## src/rtl/irq_flag_ctrl.sv

```systemverilog
module irq_flag_ctrl #(
  parameter int ADDR_W = 2
) (
  input  logic              clk,
  input  logic              rst_n,
  input  logic [ADDR_W-1:0] addr_i,
  input  logic              we_i,
  input  logic [7:0]        wdata_i,
  output logic [7:0]        rdata_o,
  input  logic [7:0]        src_i,
  input  logic              ack_i,
  output logic              irq_o
);
  localparam logic [7:0] IMPL   = 8'hDF;
  localparam logic [7:0] FIXED1 = 8'h20;

  logic [7:0] flag_q, en_q, clr;
  logic       wr_en, wr_fl;

  assign wr_en = we_i && (addr_i == ADDR_W'(0));
  assign wr_fl = we_i && (addr_i == ADDR_W'(1));
  assign clr   = wr_fl ? ~wdata_i : 8'h00;

  always_ff @(posedge clk) begin
    if (!rst_n) begin
      flag_q <= 8'h00;
      en_q   <= 8'h00;
    end else begin
      flag_q <= ((flag_q & ~clr) | src_i) & IMPL;
      if (wr_en) en_q <= wdata_i & IMPL;
    end
  end

  always_comb begin
    case (addr_i)
      ADDR_W'(0): rdata_o = en_q;
      ADDR_W'(1): rdata_o = flag_q | FIXED1;
      default:    rdata_o = 8'h00;
    endcase
  end

  assign irq_o = |(flag_q & en_q & IMPL);

  a_r3_pulse_sets: assert property (@(posedge clk) disable iff (!rst_n)
    (src_i != 8'h00) |=> ((flag_q & $past(src_i & IMPL)) == $past(src_i & IMPL)));

  a_r4_write_one_keeps: assert property (@(posedge clk) disable iff (!rst_n)
    wr_fl |=> ((flag_q & $past(wdata_i & ~src_i & IMPL)) ==
               ($past(flag_q) & $past(wdata_i & ~src_i & IMPL))));

  a_r6_ack_no_effect: assert property (@(posedge clk) disable iff (!rst_n)
    (ack_i && !we_i && src_i == 8'h00) |=> ($stable(flag_q) && $stable(en_q)));

  a_r7_enable_write: assert property (@(posedge clk) disable iff (!rst_n)
    wr_en |=> (en_q == ($past(wdata_i) & IMPL)));

  a_r10_bit5_reads_one: assert property (@(posedge clk) disable iff (!rst_n)
    (addr_i == ADDR_W'(1)) |-> rdata_o[5]);

  a_r8_irq_needs_enable: assert property (@(posedge clk) disable iff (!rst_n)
    irq_o |-> (en_q != 8'h00 && flag_q != 8'h00));
endmodule

```

## config.mk

```make
export PLATFORM = sky130hd
export DESIGN_NAME = irq_flag_ctrl
export DESIGN_NICKNAME = d
export VERILOG_FILES = /design/src/rtl/irq_flag_ctrl.sv
export SDC_FILE = /design/constraint.sdc
export NUM_CORES = 1
export LEC_CHECK = 0
export BUFFER_PORTS_ARGS = -buffer_cell sky130_fd_sc_hd__buf_2
export CAP_MARGIN = 10
export CORE_AREA = 2 2 42 44
export CTS_CLUSTER_DIAMETER = 150
export CTS_CLUSTER_SIZE = 14
export DETAILED_ROUTE_END_ITERATION = 8
export DIE_AREA = 0 0 44 46
export PLACE_DENSITY = 0.76
export SETUP_SLACK_MARGIN = 0.05
export SYNTH_ARGS = -nofsm -noshare
export SYNTH_HDL_FRONTEND = slang
export SYNTH_SLANG_ARGS = --single-unit
```

## constraint.sdc

```tcl
create_clock -name clk -period 1.2 [get_ports clk]
set_input_delay 0 -clock clk [delete_from_list [all_inputs] [get_ports clk]]
set_output_delay 0 -clock clk [all_outputs]
set_load 0.05 [all_outputs]
```

# [Word-level counts from Yosys, hierarchy flattened]
# Cells that the tools add are included.
[word_totals] ff_bits=15 ramBits=0 elab_cells=15 out_inout_bits=9 memories=0 romBits=0 latch_bits=0 inputBits=22
[op_classes] reduce_logical=4 magnitude_cmp=0 add_sub_neg=0 div_mod_pow=0 n_shift=0 n_bitwise=5 n_eq_ne=1 multipliers=0 mux=2
[op_table] cell="AND 8 bit" n=2
[op_table] cell="inverter 8 bit" n=2
[op_table] cell="case mux 8 bit (2 select lines)" n=1
[op_table] cell="2-to-1 mux 8 bit" n=1
[op_table] cell="bitwise OR 8 bit" n=1
[op_table] cell="OR reduction 7 bit" n=1
[op_table] cell="== test 2 x 1 -> 1 bit, second input constant" n=1
[op_table] cell="logical AND 1 bit" n=2
[op_table] cell="zero test 2 bit" n=1

# [Depth between registers and ports, before layout]
[depth] ltp_word=6 mapped_depth=4 ltp_nobuf=2

# [Worst setup path before layout]
# Ideal clock, no wire load.
[synth_path] kind="reg-to-output" startpoint="register flag_q[7]" endpoint="output irq_o" required_time_ns=1.200 stages_incl_launch_ff=3 n_path_buf=0 slack_ns=0.153 arrival_time_ns=1.047 path_cell_list="dfxtp_1 -> a222oi_1 -> nand3_1"
[synth_between] elab_chain_len=2
[synth_lines] item="from (decl)" line_no="17" rtl="logic [7:0] flag_q, en_q, clr;"
[synth_lines] item="from (signal assigned)" line_no="29" rtl="flag_q <= ((flag_q & ~clr) | src_i) & IMPL;"
[synth_lines] item="AND 8 bit" line_no="42" rtl="assign irq_o = |(flag_q & en_q & IMPL);"
[synth_lines] item="OR reduction 7 bit" line_no="42"
[synth_lines] item="to (decl)" line_no="12" rtl="output logic irq_o"
# No other way between the ends.

# [Worst setup path after layout]
[layout_path] startpoint="register en_q[7]" endpoint="output irq_o"
[layout_between] elab_chain_len=2
[layout_lines] item="from (decl)" line_no="17"
[layout_lines] item="from (signal assigned)" line_no="30" rtl="if (wr_en) en_q <= wdata_i & IMPL;"
[layout_lines] item="AND 8 bit" line_no="42"
[layout_lines] item="OR reduction 7 bit" line_no="42"
# No other way between the ends.

==> reports/metrics.csv <==
stage,metric,value,unit
floorplanning,row cnt,15,
worst_setup_path,CP startpoint kind,flip-flop,
cells_and_area,Finished Cell Area,0.001013,sq mm
timing,Hold Slack,0.007916,ns
timing,RSZ-0062 raised after global routing,yes,
route,First-pass DRT Iterations,4,
placement,area of placed instances,824.5,sq um
worst_setup_path,Crit Reg-Reg Startpoint,flag_q[7],
yosys,Synth Cell Area,695.7,sq um
worst_setup_path,Worst Path Max Fanout,2,
yosys,syn_area_per_cell,8.382,sq um
pwr,switching pwr,307.0,uW
yosys,synth unique cells,16,
worst_setup_path,Critical Path Sink,irq_o,
worst_setup_path,CP Capture Type,output pin,
global_routing,largest net degree at the start of global routing,22,
timing,fin crit period,1.325,ns
route,final wirelength,1609,um
placement,IO Port Bufs,27,
pwr,Leak,0.4752,nW
cts,clk slew on worst S/H paths,0.08,ns
worst_setup_path,Reg2Reg Capture Point,flag_q[7],
yosys,Post-Synthesis Cells,83,
global_routing,total track usage,18.08,%
global_routing,global-route wire length before repair,2573,um
timing,Slew headroom,76.03,%
cts,Clock Tree Root,clkbuf_4,
timing,hold violation total from the final report,0,
global_routing,antenna violations before repair,0,
floorplanning,die outline area,0.002024,sq mm
pwr,Internal,782.7,uW
yosys,syn nets,105,
timing,fin worst setup slack,-0.1253,ns
cells_and_area,"Net count, final",147,
timing,period utilization,110.4,%
cells_and_area,"most common cell after layout, fill and taps aside",buf_2,
placement,DP Wirelength,1130,um
worst_setup_path,kind of critical path,flip-flop to output pin,
route,vias,699,
placement,GPL Wtd Cong,0.7790,
route,DR iter-0 viols,9,
floorplanning,Die Wd,44,um
cells_and_area,fraction of layout cells with a size suffix above 1,29.03,%
cts,Longest Clk Path Bufs,2,
pwr,Comb power frac,22.1,%
yosys,Yosys reg bits,14,
pwr,Seq pwr share,46.7,%
pwr,Sw Share,28.17,%
yosys,register area share after synthesis,40.29,%
outcome,failing checks,negative setup slack,
flow_run,max_cap viols,0,
placement,Inst Count DP,123,
route,Avg Vias per Cell,4.957,
cells_and_area,diode count,0,
floorplanning,I/O pin cnt,31,
cells_and_area,Fillers,137,
pwr,PwrDens,1075,mW/mm^2
timing,skew final,0,ns
worst_hold_path,worst hold start,src_i[7],
floorplanning,total core area,0.001614,sq mm
floorplanning,Starting Density,43.10,%
cts,htree depth,1,
worst_setup_path,R2R depth,2,
route,wire length per cell,11.41,um
route,Antenna Nets Post-Route,0,
worst_hold_path,Worst Hold Class,input pin to flip-flop,
outcome,status,finished with violations,
floorplanning,die height,46,um
global_routing,vias in the first global route,636,
yosys,Ys Warns,0,
cells_and_area,most frequent cells in the layout,"23 x buf_2, 14 x mux2i_1, 14 x nor2_1, 14 x nand2_1",
timing,Peak Freq,754.6,MHz
worst_setup_path,Crit path arrival time,1.33,ns
cts,worst skew pair latency,0.28,ns
timing,actual transition at the worst max-transition pin,0.3595,ns
cts,CTS tree,yes,
cells_and_area,Finished Layout Cells,141,
cts,total CTS buffers,3,
worst_setup_path,Worst R2R Setup Slack,0.50,ns
global_routing,global route overflow,0,
timing,"Slew Viols, Final",0,
route,Residual DRC,0,
timing,final setup vio count,1,
cts,clk sink count,14,
worst_setup_path,Critical path origin,en_q[7],
pwr,peak supply drop,562.5,uV
pwr,clock network fraction of total power,31.2,%
cells_and_area,Layout area overhead,45.68,%
worst_setup_path,Worst Path Required,1.20,ns
[logic make-up (layout without fill, tap and decap cells)]
logic type | after synthesis | count (layout) | synth area share [%]
DFF | 14 | 14 | 40.29
muxes | 14 | 14 | 20.14
AOI/OAI and AO/OA | 17 | 17 | 13.67
buffers and inverters | 6 | 47 | 6.115
and+or+nand+nor | 32 | 32 | 19.78
[critical path, stage by stage, from the launching register on]
cell      delay (ns)
dfxtp_2         0.32
a222oi_1        0.39
nand3_1         0.15
buf_6           0.18
[power groups by stage]
stage | clock network (mW) | registers (mW) | logic (mW)
6_report | 0.340 | 0.509 | 0.241
5_1_grt | 0.377 | 0.513 | 0.262
4_1_cts | 0.356 | 0.509 | 0.239
3_5_place_dp | 0 | 0.520 | 0.200
3_3_place_gp | 0 | 0.519 | 0.195
2_1_floorplan | 0 | 0.515 | 0.145
[metrics by stage]
step | worst slack, ns | setup TNS (ns) | util, % | power (mW)
finish | -0.1253 | -0.1253 | 62.79 | 1.090
global route | -0.2386 | -0.2386 | 62.79 | 1.152
CTS | -0.1551 | -0.1551 | 62.33 | 1.104
detailed placement | 0.1338 | 0 | 51.09 | 0.7194
global placement | 0.1880 | 0 | 51.09 | 0.7140
floorplan | 0.1527 | 0 | - | 0.6592
[worst min-delay path by stage]
stage,endpoint,slack (ns),cells after the start
after floorplan,en_q[0],0.14,2
after detailed placement,en_q[0],0.27,3
final,flag_q[7],0.008,3
after CTS,flag_q[7],0.0007,3
after global placement,en_q[0],0.26,3
after global routing,flag_q[7],0.01,3
[state kept, by name, summed over array words and instances, names as in the netlist]
signal,count
en_q,7
flag_q,7
[Yosys cell counts]
library cell	count	share of area [%]
a21oi_1	7	5.0
a222oi_1	1	1.4
a22oi_1	2	2.2
and3b_1	1	1.3
buf_2	1	0.72
buf_4	1	1.1
buf_6	2	3.2
clkbuf_1	2	1.1
dfxtp_1	14	40
mux2i_1	14	20
nand2_1	14	7.6
nand3_1	1	0.72
nor2_1	14	7.6
nor2b_1	1	0.90
nor3b_2	1	1.8
o21ai_0	7	5.0
[area by class of cell]
class                   count  area [sq um]  area share (%)
clock buffers               4         36.28           3.580
multi-input cells          63         372.9           36.79
flip-flops and latches     14         281.5           27.78
well taps                  17         21.27           2.099
repair buffers             43         301.5           29.75
[metal layers]
layer / vias up / wire [um] / share of wire (%) / GRT usage (%)
li1: 364 / - / - / -
met3: 5 / 56 / 3.5 / 3.968
met1: 311 / 715 / 44 / 21.74
met4: 0 / 50 / 3.1 / 14.55
met2: 19 / 786 / 49 / 27.65
met5: - / 0 / 0 / 0
[what timing repair did]
| item | CTS | global route |
|---|---|---|
| endpoints found under the hold margin | 13 | 0 |
| endpoints found under the setup margin | 1 | 4 |
| pin swaps | 2 | 0 |
| cloned | 0 | 0 |
| hold buffers | 13 | 0 |
| resized for setup | 3 | 5 |
| setup buffers | 1 | 0 |
Power figures use the tool's default switching activity.
